`config.mk`:
```
export PLATFORM = sky130hd
export DESIGN_NAME = mdio_csr_master
export DESIGN_NICKNAME = d
export VERILOG_FILES = /design/src/rtl/mdio_pkg.sv /design/src/rtl/mdio_clkdiv.sv /design/src/rtl/mdio_frame_engine.sv /design/src/rtl/mdio_csr_regs.sv /design/src/rtl/mdio_csr_master.sv
export SDC_FILE = /design/constraint.sdc
export NUM_CORES = 1
export LEC_CHECK = 0
export ABC_AREA = 0
export BUFFER_PORTS_ARGS = -buffer_cell sky130_fd_sc_hd__buf_2
export CAP_MARGIN = 20
export CORE_UTILIZATION = 57
export DETAILED_ROUTE_END_ITERATION = 12
export GPL_ROUTABILITY_DRIVEN = 0
export PLACE_DENSITY = 0.79
export SETUP_SLACK_MARGIN = 0.1
export SYNTH_ARGS = -nofsm -noshare
export SYNTH_HDL_FRONTEND = slang
export SYNTH_HIERARCHICAL = 1
export SYNTH_SLANG_ARGS = --single-unit
```
`constraint.sdc`:
```
create_clock -name clk -period 5.9 [get_ports clk]
set_input_delay 0.59 -clock clk [delete_from_list [all_inputs] [get_ports clk]]
set_output_delay 0.59 -clock clk [all_outputs]
set_load 0.05 [all_outputs]
```
`src/rtl/mdio_pkg.sv`:
```
package mdio_pkg;
  localparam int FRAME_BITS = 64;
  localparam int BIT_W      = 6;
  localparam int TA_POS     = 46;
  localparam int DATA_POS   = 48;
  localparam int SEL_W      = 4;

  localparam int CMD_BUSY  = 0;
  localparam int CMD_FLAG  = 1;
  localparam int CMD_OP    = 2;
  localparam int CMD_SEL   = 8;
  localparam int CMD_REG   = 16;
  localparam int CMD_PHY   = 21;

  localparam logic [31:0] PREAMBLE = 32'hFFFF_FFFF;
  localparam logic [1:0]  ST_C22   = 2'b01;
  localparam logic [1:0]  ST_C45   = 2'b00;
  localparam logic [1:0]  OPF_ADDR = 2'b00;
  localparam logic [1:0]  OPF_WR   = 2'b01;
  localparam logic [1:0]  OPF_RD22 = 2'b10;
  localparam logic [1:0]  OPF_RD45 = 2'b11;
  localparam logic [1:0]  TA_DRIVE = 2'b10;

  typedef enum logic [1:0] {PH_IDLE, PH_ADDR, PH_XFER} phase_t;

  function automatic logic [FRAME_BITS-1:0] mk_frame(input logic [1:0] st,
                                                      input logic [1:0] op,
                                                      input logic [4:0] pa,
                                                      input logic [4:0] ra,
                                                      input logic [15:0] body);
    return {PREAMBLE, st, op, pa, ra, TA_DRIVE, body};
  endfunction
endpackage

```
`src/rtl/mdio_clkdiv.sv`:
```
module mdio_clkdiv #(
  parameter int SEL_W    = 4,
  parameter int MIN_LOG2 = 4,
  parameter int SEL_MAX  = 3
) (
  input  logic             clk,
  input  logic             rst_n,
  input  logic             run,
  input  logic [SEL_W-1:0] sel,
  output logic             mdc,
  output logic             rise,
  output logic             fall
);
  localparam int CNT_W = MIN_LOG2 + SEL_MAX - 1;

  logic [CNT_W-1:0] cnt_q, cnt_d, half_m1;
  logic             mdc_q, mdc_d, tick;
  int               sel_eff;

  always_comb begin
    sel_eff = (int'(sel) > SEL_MAX) ? SEL_MAX : int'(sel);
    half_m1 = CNT_W'((1 << (MIN_LOG2 - 1 + sel_eff)) - 1);
    tick    = run && (cnt_q == half_m1);
    rise    = tick && !mdc_q;
    fall    = tick && mdc_q;
    if (!run) begin
      cnt_d = '0;
      mdc_d = 1'b0;
    end else if (tick) begin
      cnt_d = '0;
      mdc_d = !mdc_q;
    end else begin
      cnt_d = cnt_q + 1'b1;
      mdc_d = mdc_q;
    end
  end

  always_ff @(posedge clk or negedge rst_n) begin
    if (!rst_n) begin
      cnt_q <= '0;
      mdc_q <= 1'b0;
    end else begin
      cnt_q <= cnt_d;
      mdc_q <= mdc_d;
    end
  end

  assign mdc = mdc_q;
endmodule

```
`src/rtl/mdio_frame_engine.sv`:
```
module mdio_frame_engine
  import mdio_pkg::*;
(
  input  logic        clk,
  input  logic        rst_n,
  input  logic        start,
  input  logic        c45,
  input  logic        is_read,
  input  logic [4:0]  phy,
  input  logic [4:0]  regad,
  input  logic [31:0] payload,
  input  logic        rise,
  input  logic        fall,
  input  logic        mdio_i,
  output logic        active,
  output logic        mdio_o,
  output logic        mdio_oe,
  output logic        done,
  output logic [15:0] rd_word
);
  phase_t                ph_q, ph_d;
  logic [BIT_W-1:0]      bit_q, bit_d;
  logic [FRAME_BITS-1:0] sh_q, sh_d;
  logic [15:0]           rd_q, rd_d;
  logic                  rd_frame, last_bit;

  always_comb begin
    rd_frame = (ph_q == PH_XFER) && is_read;
    last_bit = (bit_q == BIT_W'(FRAME_BITS - 1));
    done     = (ph_q == PH_XFER) && fall && last_bit;
    ph_d     = ph_q;
    bit_d    = bit_q;
    sh_d     = sh_q;
    rd_d     = rd_q;
    if (ph_q == PH_IDLE) begin
      if (start) begin
        bit_d = '0;
        if (c45) begin
          ph_d = PH_ADDR;
          sh_d = mk_frame(ST_C45, OPF_ADDR, phy, regad, payload[31:16]);
        end else begin
          ph_d = PH_XFER;
          sh_d = mk_frame(ST_C22, is_read ? OPF_RD22 : OPF_WR, phy, regad,
                          payload[15:0]);
        end
      end
    end else begin
      if (rise && rd_frame && (bit_q >= BIT_W'(DATA_POS)))
        rd_d = {rd_q[14:0], mdio_i};
      if (fall) begin
        if (last_bit) begin
          bit_d = '0;
          if (ph_q == PH_ADDR) begin
            ph_d = PH_XFER;
            sh_d = mk_frame(ST_C45, is_read ? OPF_RD45 : OPF_WR, phy, regad,
                            payload[15:0]);
          end else begin
            ph_d = PH_IDLE;
          end
        end else begin
          bit_d = bit_q + 1'b1;
          sh_d  = {sh_q[FRAME_BITS-2:0], 1'b0};
        end
      end
    end
  end

  always_ff @(posedge clk or negedge rst_n) begin
    if (!rst_n) begin
      ph_q  <= PH_IDLE;
      bit_q <= '0;
      sh_q  <= '0;
      rd_q  <= '0;
    end else begin
      ph_q  <= ph_d;
      bit_q <= bit_d;
      sh_q  <= sh_d;
      rd_q  <= rd_d;
    end
  end

  assign active  = (ph_q != PH_IDLE);
  assign mdio_o  = active && sh_q[FRAME_BITS-1];
  assign mdio_oe = active && !(rd_frame && (bit_q >= BIT_W'(TA_POS)));
  assign rd_word = rd_q;
endmodule

```
`src/rtl/mdio_csr_regs.sv`:
```
module mdio_csr_regs
  import mdio_pkg::*;
#(
  parameter int OP_MODE = 0
) (
  input  logic        clk,
  input  logic        rst_n,
  input  logic        we,
  input  logic        sel_data,
  input  logic [31:0] wdata,
  input  logic        done,
  input  logic [15:0] rd_word,
  output logic [31:0] cmd_q,
  output logic [31:0] data_q,
  output logic        start_q,
  output logic        c45,
  output logic        is_read
);
  logic [31:0] cmd_d, data_d;
  logic        start_d, op_ok, busy, cmd_wr, data_wr;

  generate
    if (OP_MODE == 0) begin : g_op2
      assign op_ok   = (wdata[CMD_OP+:2] == 2'b01) || (wdata[CMD_OP+:2] == 2'b11);
      assign c45     = cmd_q[CMD_FLAG];
      assign is_read = (cmd_q[CMD_OP+:2] == 2'b11);
    end else begin : g_op1
      assign op_ok   = 1'b1;
      assign c45     = 1'b0;
      assign is_read = !cmd_q[CMD_FLAG];
    end
  endgenerate

  always_comb begin
    busy    = cmd_q[CMD_BUSY];
    cmd_wr  = we && !busy && !sel_data && (!wdata[CMD_BUSY] || op_ok);
    data_wr = we && !busy && sel_data;
    start_d = cmd_wr && wdata[CMD_BUSY];
    cmd_d   = cmd_q;
    data_d  = data_q;
    if (cmd_wr) cmd_d = wdata;
    if (data_wr) data_d = wdata;
    if (done) begin
      cmd_d[CMD_BUSY] = 1'b0;
      if (is_read) data_d[15:0] = rd_word;
    end
  end

  always_ff @(posedge clk or negedge rst_n) begin
    if (!rst_n) begin
      cmd_q   <= '0;
      data_q  <= '0;
      start_q <= 1'b0;
    end else begin
      cmd_q   <= cmd_d;
      data_q  <= data_d;
      start_q <= start_d;
    end
  end
endmodule

```
`src/rtl/mdio_csr_master.sv`:
```
module mdio_csr_master
  import mdio_pkg::*;
#(
  parameter int OP_MODE      = 0,
  parameter int DIV_MIN_LOG2 = 4,
  parameter int DIV_SEL_MAX  = 3
) (
  input  logic        clk,
  input  logic        rst_n,
  input  logic        csr_we,
  input  logic        csr_sel_data,
  input  logic [31:0] csr_wdata,
  output logic [31:0] csr_cmd_rd,
  output logic [31:0] csr_data_rd,
  output logic        mdc,
  input  logic        mdio_i,
  output logic        mdio_o,
  output logic        mdio_oe
);
  logic        rst_s1, rst_s2;
  logic        start, c45, is_read, active, rise, fall, eng_done;
  logic [15:0] rd_word;

  always_ff @(posedge clk or negedge rst_n) begin
    if (!rst_n) begin
      rst_s1 <= 1'b0;
      rst_s2 <= 1'b0;
    end else begin
      rst_s1 <= 1'b1;
      rst_s2 <= rst_s1;
    end
  end

  mdio_csr_regs #(.OP_MODE(OP_MODE)) u_regs (
    .clk(clk), .rst_n(rst_s2), .we(csr_we), .sel_data(csr_sel_data),
    .wdata(csr_wdata), .done(eng_done), .rd_word(rd_word),
    .cmd_q(csr_cmd_rd), .data_q(csr_data_rd), .start_q(start),
    .c45(c45), .is_read(is_read)
  );

  mdio_clkdiv #(.SEL_W(SEL_W), .MIN_LOG2(DIV_MIN_LOG2), .SEL_MAX(DIV_SEL_MAX)) u_div (
    .clk(clk), .rst_n(rst_s2), .run(active), .sel(csr_cmd_rd[CMD_SEL+:SEL_W]),
    .mdc(mdc), .rise(rise), .fall(fall)
  );

  mdio_frame_engine u_eng (
    .clk(clk), .rst_n(rst_s2), .start(start), .c45(c45), .is_read(is_read),
    .phy(csr_cmd_rd[CMD_PHY+:5]), .regad(csr_cmd_rd[CMD_REG+:5]),
    .payload(csr_data_rd), .rise(rise), .fall(fall), .mdio_i(mdio_i),
    .active(active), .mdio_o(mdio_o), .mdio_oe(mdio_oe), .done(eng_done),
    .rd_word(rd_word)
  );
endmodule

```
==> flow_summary_export.csv, run 1 <==
group,metric,value,unit
status,status,"completed",
worst_setup_path,cp-start-kind,"register",
hold_path,hold_path.class,"reg2reg",
job,max_cap_viol_count,0,
timing,hold_viol,0,
timing,clock.fmax,0.204,GHz
synthesis,synth_area_leaders,"dfrtp_1 55%, mux2_4 8.0%, nand2_1 4.7%",
worst_setup_path,required,6.21,ns
cts,root_buffer,"clkbuf_16",
global_routing,grt_pass1_vias,5080,
global_routing,grt_pass1_wl,25400,um
hold_path,hold_depth,0,
synthesis,ys_types,59,
timing,fin_crit_sh,82.9,%
layout,antenna_cells,0,
synthesis,yosysSeqAreaShare,55.4,%
floorplanning,initial_utilization,58.2,%
layout,final_util,68.1,%
floorplanning,rows,41,
synthesis,yosys_warnings,6,
layout,layout.nets,738,
synthesis,ys_seq_elements,162,
cts,cts_buffers,17,
cts,cts_resized,0,
synthesis,synthArstFlopShare,100,%
drt,drtIter0Drc,402,
global_routing,antenna_found_initial,0,
timing,slew_viol_final,0,
layout,drive_gt1_share,31.5,%
worst_setup_path,r2r-end,"u_eng/sh_q[15]",
worst_setup_path,path_class,"reg2reg",
drt,wl,15900,um
pwr,p_per_area,559,nW/um2
timing,setup_viol,0,
timing,tightest_slew,1.15,ns
timing,grt_setup_unrepaired,"no",
synthesis,synth_edf_count,0,
drt,detail-route-antenna-nets,0,
synthesis,netlist_area,7310,um2
drt,routed-via-count,5128,
cts,clk_latency,0.43,ns
hold_path,hold_start,"rst_s1",
worst_setup_path,rr_worst_depth,14,
drt,drc,0,
floorplanning,core_region_area,12600,um2
worst_setup_path,reg2reg_slack,1.01,ns
cts,path_clk_slew,0.06,ns
timing,fin_tns_setup,0,ns
timing,slew_headroom,23.4,%
synthesis,syn_area_per_cell,12.2,um2
worst_setup_path,end_kind,"register",
drt,drt-pass1-iter-count,5,
global_routing,track_usage,25.3,%
placed_design,dpl-instance-area,7900,um2
timing,worst_slack,1.01,ns
synthesis,syn-num-nets,640,
synthesis,synth_top_cell_by_area,"dfrtp_1",
cts,clockBufferDepth,2,
worst_setup_path,crit_fanout,29,
placed_design,dpl_worst_slack,1.16,ns
floorplanning,die_w,115,um
placed_design,dpl.hpwl,10500,um
cts,cts.htree.levels,4,
cts,hold_buffers,1,
placed_design,io_buffers,103,
cts,cts_tree,"built",
synthesis,netlist_instances,599,
timing,holdWs,0.355,ns
drt,routedWlPerCell,18.0,um
global_routing,grt_max_degree,86,
floorplanning,fp.dieH,115,um
hold_path,min_to,"rst_s2",
pwr,ir_drop,0.419,mV
pwr,p_leak,0.00420,uW
global_routing,overflow,0,
timing,fin_crit,4.89,ns
worst_setup_path,arrival,5.20,ns
layout,area_delta_synth_final,17.0,%
synthesis,synth_ff_type,"dfrtp_1",
worst_setup_path,reg2reg_from,"u_regs/cmd_q[11]",
synthesis,synth_top_area_share,55.4,%
timing,skew,0.0198,ns
cts,cts_num_sinks,162,
floorplanning,ios,104,
cts,post-cts-setup-buffer-count,0,
floorplanning,dieArea,13300,um2
drt,viasPerCell,5.81,
layout,fin_area,8560,um2
synth_stat cells, drive strengths merged (2+ instances only):
cell type	number
clkbuf	7
a31oi	17
and3	3
nor3	5
a21o	3
mux2	83
xnor2	4
nand2b	3
xor2	4
nor3b	3
o21ai	7
nor2	51
buf	26
inv	8
and3b	2
a22o	6
nand3	9
a21oi	9
ha	4
nand4b	2
nand2	92
mux2i	18
and2	3
nor2b	2
a221o	15
dfrtp	162
o22a	33
cell families (layout without fill, tap and decap cells):
logic type,Yosys count,in the layout,share of synthesized area [%]
multiplexers,101,101,17.2
XOR/XNOR,8,8,0.958
AO/OA/AOI/OAI,102,102,11.4
buffers and inverters,41,152,3.28
flip-flops,162,162,55.4
adder cells (fa/ha/maj),4,4,0.684
other,1,1,0.0513
AND/OR/NAND/NOR,180,180,10.9
final cells by class:
type / count / area [um2]
sequential: 162 / 4060
clock buffer: 22 / 464
tap: 172 / 215
multi-input combinational: 396 / 3030
inverter: 8 / 30.0
fill: 904 / 4010
timing repair buffer: 112 / 638
clock inverter: 10 / 124
power breakdown:
group	internal, uW	total, uW	switching [uW]	leakage [uW]
Combinational	667	1840	1170	0.00191
Sequential	1480	1850	369	0.00201
Clock	650	1090	442	0.000282
Total	2800	4790	1980	0.00420
critical path, stage by stage, from the launching register on:
cell and delay [ns]:
dfrtp_1 0.42, or3_4 0.43, inv_2 0.08, ha_1 0.26, o311ai_1 0.20, ha_1 0.30, nor3b_1 0.16, a311oi_1 0.35
a21o_1 0.19, nand4_1 0.19, nor3_1 0.46, o21a_1 0.32, a21oi_4 0.10, a21oi_4 0.88, mux2_2 0.44
cell usage in the layout (no fill, tap or decap), drive strengths merged, types with 2 or more instances in the layout:
master / Yosys / routed
a21o: 3 / 3
a21oi: 9 / 9
a221o: 15 / 15
a22o: 6 / 6
a31oi: 17 / 17
and2: 3 / 3
and3: 3 / 3
and3b: 2 / 2
buf: 26 / 111
bufinv: 0 / 2
clkbuf: 7 / 22
clkinv: 0 / 3
clkinvlp: 0 / 2
dfrtp: 162 / 162
ha: 4 / 4
inv: 8 / 11
mux2: 83 / 83
mux2i: 18 / 18
nand2: 92 / 92
nand2b: 3 / 3
nand3: 9 / 9
nand4b: 2 / 2
nor2: 51 / 51
nor2b: 2 / 2
nor3: 5 / 5
nor3b: 3 / 3
o21ai: 7 / 7
o22a: 33 / 33
xnor2: 4 / 4
xor2: 4 / 4
registers in the layout, summed over array words and instances (netlist names):
| signal | flops |
|---|---|
| u_eng/bit_q | 6 |
| u_eng/ph_q | 2 |
| u_regs/data_q | 32 |
| rst_s2 | 1 |
| u_div/cnt_q | 6 |
| u_eng/rd_word | 16 |
| u_regs/start_q | 1 |
| u_regs/cmd_q | 32 |
| rst_s1 | 1 |
| u_div/mdc | 1 |
| u_eng/sh_q | 64 |
routing by layer:
metal / GRT usage, % / vias to the layer above / routed length, um / part of all wire [%]
met1: 31.7 / 2591 / 6620 / 42
met5: 0 / - / 0 / 0
met2: 42.7 / 183 / 8100 / 51
met3: 5.64 / 24 / 821 / 5.2
met4: 10.6 / 0 / 321 / 2.0
li1: - / 2330 / - / -
per-stage QoR:
stage,instances,total power [uW]
4_1_cts,880,4800
5_1_grt,882,4990
2_1_floorplan,599,3240
3_5_place_dp,847,3680
3_3_place_gp,847,3620
6_report,882,4790
how the worst max path moves through the flow:
stage                     start          endpoint  cells after the start
2_1_floorplan            rst_s2    u_div/cnt_q[0]                      0
5_1_grt        u_regs/cmd_q[11]    u_eng/sh_q[15]                     14
3_3_place_gp   u_regs/cmd_q[11]  u_regs/data_q[4]                     14
6_report       u_regs/cmd_q[11]    u_eng/sh_q[15]                     14
3_5_place_dp   u_regs/cmd_q[11]    u_eng/sh_q[14]                     14
4_1_cts        u_regs/cmd_q[11]    u_eng/sh_q[15]                     14
Power figures use the tool's default switching activity.
==> inputs of run 2 (changes only) <==
Settings changed: CORE_UTILIZATION 57 to 52, PLACE_DENSITY 0.79 to 0.76.
Clock period 5.9 ns to 4.4 ns, I/O delays scaled along.
==> flow_summary_export.csv, run 2 (synthesis gave the netlist of run 1 again) <==
group,metric,value,unit
layout,regMostFlops,"u_eng/sh_q",
timing,tightest_slew,1.09,ns
global_routing,overflow,0,
cts,cts_num_sinks,162,
floorplanning,dieArea,14500,um2
timing,skew,0.00556,ns
floorplanning,core_region_area,13500,um2
timing,slew_headroom,27.4,%
timing,setup_viol,0,
layout,drive_gt1_share,32.2,%
timing,slew_viol_final,0,
layout,final_cells,890,
timing,clock.fmax,0.249,GHz
placed_design,dpl.hpwl,10900,um
placed_design,placed_cells,856,
floorplanning,die_w,121,um
global_routing,grt_pass1_wl,26700,um
cts,cts_buffers,17,
layout,layout.nets,743,
timing,fin_crit,4.02,ns
layout,register_area,4060,um2
cts,root_buffer,"clkbuf_16",
pwr,ir_drop,0.448,mV
layout,area_delta_synth_final,18.2,%
cts,path_clk_slew,0.06,ns
timing,fin_crit_sh,91.3,%
floorplanning,fp.dieH,121,um
job,max_cap_viol_count,0,
layout,layout_commonest_cell,"dfrtp_1",
global_routing,grt_pass1_vias,5266,
worst_setup_path,cp-start-kind,"register",
placed_design,dpl-instance-area,7970,um2
placed_design,dpl_worst_slack,0.345,ns
cts,clk_latency,0.41,ns
drt,detail-route-antenna-nets,0,
global_routing,met3_usage,5.47,%
worst_setup_path,end_kind,"register",
drt,viasPerCell,5.70,
cts,cts_tree,"built",
timing,hold_viol,0,
floorplanning,initial_utilization,54.4,%
timing,worst_slack,0.382,ns
worst_setup_path,required,4.69,ns
pwr,p_leak,0.00425,uW
global_routing,track_usage,24.0,%
worst_setup_path,path_class,"reg2reg",
global_routing,met1_usage,31.4,%
drt,drc,0,
timing,fin_tns_setup,0,ns
status,status,"completed",
cts,cts.htree.levels,4,
floorplanning,rows,42,
global_routing,antenna_found_initial,0,
global_routing,grt_max_degree,84,
floorplanning,ios,104,
pwr,p_per_area,747,nW/um2
drt,routedWlPerCell,18.3,um
layout,fill_cells,1042,
cts,post-cts-setup-buffer-count,0,
worst_setup_path,arrival,4.31,ns
layout,antenna_cells,0,
layout,multi_input_area,3030,um2
layout,fin_area,8650,um2
drt,drtIter0Drc,450,
timing,grt_setup_unrepaired,"no",
global_routing,grt.met2_usage,38.4,%
drt,routed-via-count,5074,
hold_path,hold_path.class,"in2reg",
placed_design,io_buffers,103,
drt,drt-pass1-iter-count,5,
layout,final_cell_mix,"161 x dfrtp_1, 103 x buf_2, 92 x nand2_1, 48 x nor2_1, 39 x mux2_4",
worst_setup_path,crit_fanout,26,
layout,reg_top3,"u_eng/sh_q: 64 flops, u_regs/cmd_q: 32 flops, u_regs/data_q: 32 flops",
cts,clockBufferDepth,2,
pwr,p_total,6460,uW
layout,largest_reg_flops,64,
global_routing,grt_busiest_layer,"met2",
drt,wl,16200,um
run 2: changes by cell type in the layout (fill, tap and decap cells not counted), sizes merged:
cell / delta
buf: +5
clkinv: +3
inv: -3
bufinv: +2
clkbuf: -2
clkinvlp: -1
run 2: path summary, 6_finish.rpt:
check / start / endpoint / slack, ns / cells past startpoint
max: u_regs/cmd_q[11] / u_eng/sh_q[12] / 0.38 / 16
min: csr_wdata[16] / u_regs/data_q[16] / 0.23 / 3
max reg2reg: u_regs/cmd_q[11] / u_eng/sh_q[12] / 0.38 / 16
min reg2reg: rst_s2 / u_regs/cmd_q[28] / 0.26 / 0
max in group asynchronous: rst_s2 / u_eng/sh_q[29] / 3.07 / 2
min in group asynchronous: rst_s2 / u_regs/cmd_q[28] / 0.26 / 0
run 2: report_power, final:
group | leakage [uW] | internal [uW] | switching (uW)
combinational | 0.00194 | 899 | 1560
clock | 0.000299 | 957 | 561
sequential | 0.00201 | 1990 | 490
run 2: routing by layer:
layer / wire length [um] / up-vias
met3: 774 / 32
li1: - / 2355
met1: 7250 / 2539
met2: 7830 / 148
met4: 395 / 0
met5: 0 / -
run 2: stage by stage:
| stage | util [%] | hold WS (ns) |
|---|---|---|
| floorplan | - | 0.144 |
| global placement | 59.2 | 0.225 |
| detailed placement | 59.2 | 0.228 |
| CTS | 63.8 | 0.212 |
| global route | 64.3 | 0.228 |
| finish | 64.3 | 0.230 |
run 2: critical path: stages (launching register included):
cell and delay [ns]:
dfrtp_1 0.42, or3_4 0.43, inv_2 0.08, ha_2 0.24
o311ai_1 0.16, ha_1 0.29, nor3b_1 0.15, a311oi_1 0.30
a21o_1 0.19, nand4_1 0.17, nor3_1 0.18, buf_4 0.16
o21a_1 0.22, a21oi_4 0.10, a21oi_4 0.21, buf_12 0.24
mux2_1 0.35
run 2: final cells by class:
class / instances / share of cell area (%)
Clock inverter: 11 / 1.87
Inverter: 8 / 0.347
Timing Repair Buffer: 117 / 8.10
Sequential cell: 162 / 46.9
Clock buffer: 20 / 5.17
Tap cell: 176 / 2.55
Multi-Input combinational cell: 396 / 35.0
run 2: repair_timing:
item,in CTS,in global routing
setup endpoints to repair,0,12
hold endpoints to repair,2,0
hold buffers,1,0
gates resized for setup,0,1
==> inputs of run 3 (changes only) <==
Settings changed: PLACE_DENSITY 0.76 to 0.77, RECOVER_POWER set to 100.
==> flow_summary_export.csv, run 3 (synthesis gave the netlist of run 1 again) <==
group,metric,value,unit
timing,fin_crit_sh,92.4,%
timing,tightest_slew,2.80,ns
floorplanning,initial_utilization,54.4,%
placed_design,dpl.hpwl,10800,um
layout,layout.nets,743,
floorplanning,fp.dieH,121,um
pwr,ir_drop,0.411,mV
drt,drc,0,
timing,setup_viol,0,
worst_setup_path,cpLargestDelayFamily,"simple AND/OR/NAND/NOR gates",
timing,slew_viol_final,115,
timing,fin_crit,4.07,ns
layout,fin_area,8360,um2
drt,routed-via-count,5058,
worst_setup_path,end_kind,"register",
timing,grt_setup_unrepaired,"no",
worst_setup_path,cp_cell_sequence,"or3_4 > inv_1 > ha_1 > o311ai_1 > ha_1 > nor3b_1 > a311oi_1 > a21o_1 > nand4_1 > nor3_2 > clkbuf_1 > and4b_1 > nand3_1 > buf_2 > nor2_1 > a31oi_1",
layout,reg_top3,"u_eng/sh_q: 64 flops, u_regs/cmd_q: 32 flops, u_regs/data_q: 32 flops",
worst_setup_path,crit_fanout,32,
layout,final_cell_mix,"162 x dfrtp_1, 92 x nand2_1, 74 x clkbuf_1, 48 x nor2_1, 44 x mux2_1",
floorplanning,die_w,121,um
worst_setup_path,cp_slowest_stage_delay,0.42,ns
worst_setup_path,slowest_stage,"dfrtp_1",
floorplanning,core_region_area,13500,um2
status,status,"complete, but fails checks",
worst_setup_path,cp_num_buf_inv,3,
timing,clock.fmax,0.246,GHz
cts,cts_buffers,17,
floorplanning,dieArea,14500,um2
global_routing,overflow,0,
placed_design,dpl-instance-area,7990,um2
floorplanning,ios,104,
pwr,p_leak,0.00389,uW
pwr,p_per_area,748,nW/um2
placed_design,io_buffers,103,
cts,path_clk_slew,0.06,ns
layout,drive_gt1_share,17.4,%
worst_setup_path,arrival,4.33,ns
layout,fill_cells,1115,
hold_path,hold_path.class,"in2reg",
status,violations,"max-capacitance violations, max-slew violations",
cts,clk_latency,0.43,ns
cts,root_buffer,"clkbuf_16",
drt,drt-pass1-iter-count,5,
floorplanning,rows,42,
timing,hold_viol,0,
drt,wl,15900,um
timing,slew_headroom,-86.5,%
drt,routedWlPerCell,17.9,um
layout,largest_reg_flops,64,
global_routing,grt_pass1_vias,5145,
global_routing,grt_max_degree,92,
worst_setup_path,required,4.67,ns
global_routing,grt_pass1_wl,26200,um
drt,viasPerCell,5.68,
cts,cts.htree.levels,4,
cts,post-cts-setup-buffer-count,0,
worst_setup_path,path_class,"reg2reg",
cts,cts_num_sinks,162,
global_routing,antenna_found_initial,0,
layout,area_delta_synth_final,14.4,%
worst_setup_path,cp-start-kind,"register",
job,max_cap_viol_count,3,
worst_setup_path,path_common_cell,"ha_1",
layout,layout_commonest_cell,"dfrtp_1",
global_routing,track_usage,23.7,%
timing,skew,0.00939,ns
cts,clockBufferDepth,2,
layout,antenna_cells,0,
timing,holdWs,0.218,ns
timing,fin_tns_setup,0,ns
layout,regMostFlops,"u_eng/sh_q",
drt,drtIter0Drc,402,
cts,cts_tree,"built",
drt,detail-route-antenna-nets,0,
[run 3: metal layers]
layer  wire (um)  part of all wire [%]  global-route usage (%)  vias up
li1            -                     -                       -     2343
met1        7180                    45                    32.7     2535
met2        7670                    48                    36.9      156
met3         790                   5.0                    5.24       24
met4         266                   1.7                    8.95        0
met5           0                     0                       0        -
[run 3: power by group]
part           switching [uW]  internal, uW  total [uW]  leakage [uW]
Sequential                498          1990        2490       0.00201
Combinational            1550           757        2310       0.00159
Clock                     560           901        1460      0.000287
[run 3: final cells by class]
class	instances	area, um2	area share [%]
Multi-Input combinational cell	396	2910	34.8
Clock inverter	10	135	1.62
Sequential cell	162	4050	48.5
Timing Repair Buffer	117	566	6.76
Inverter	8	30.0	0.359
Tap cell	176	220	2.63
Clock buffer	21	450	5.39
[run 3: path summary, 6_finish.rpt]
check / to / startpoint / cells after the start / slack (ns)
setup reg to reg: u_regs/data_q[7] / u_regs/cmd_q[11] / 16 / 0.33
setup / recovery: u_regs/data_q[7] / u_regs/cmd_q[11] / 16 / 0.33
min in group asynchronous: rst_s1 / rst_n / 2 / 0.33
max in group asynchronous: u_regs/cmd_q[10] / rst_s2 / 0 / 1.62
hold reg to reg: rst_s2 / rst_s1 / 0 / 0.35
hold / removal: u_regs/data_q[17] / csr_wdata[17] / 3 / 0.22
[run 3: worst min-delay path, delay by kind of cell]
kind / cells / cell delay (ns)
buffers and inverters: 1 / 0.08
AND/OR/NAND/NOR: 2 / 0.08
[run 3: timing repair]
action / CTS / global route
endpoints found under the hold margin: 2 / 0
resized for setup: 0 / 2
setup endpoints to repair: 0 / 45
hold buffers: 1 / 0
[run 3: through the flow]
step / power, uW / util [%] / cells / worst slack (ns)
global route: 6560 / 62.2 / 890 / 0.0577
global placement: 4860 / 59.2 / 856 / 0.470
CTS: 6470 / 63.8 / 889 / 0.288
floorplan: 4340 / - / 599 / 0.367
finish: 6260 / 62.2 / 890 / 0.334
detailed placement: 4980 / 59.4 / 857 / 0.300
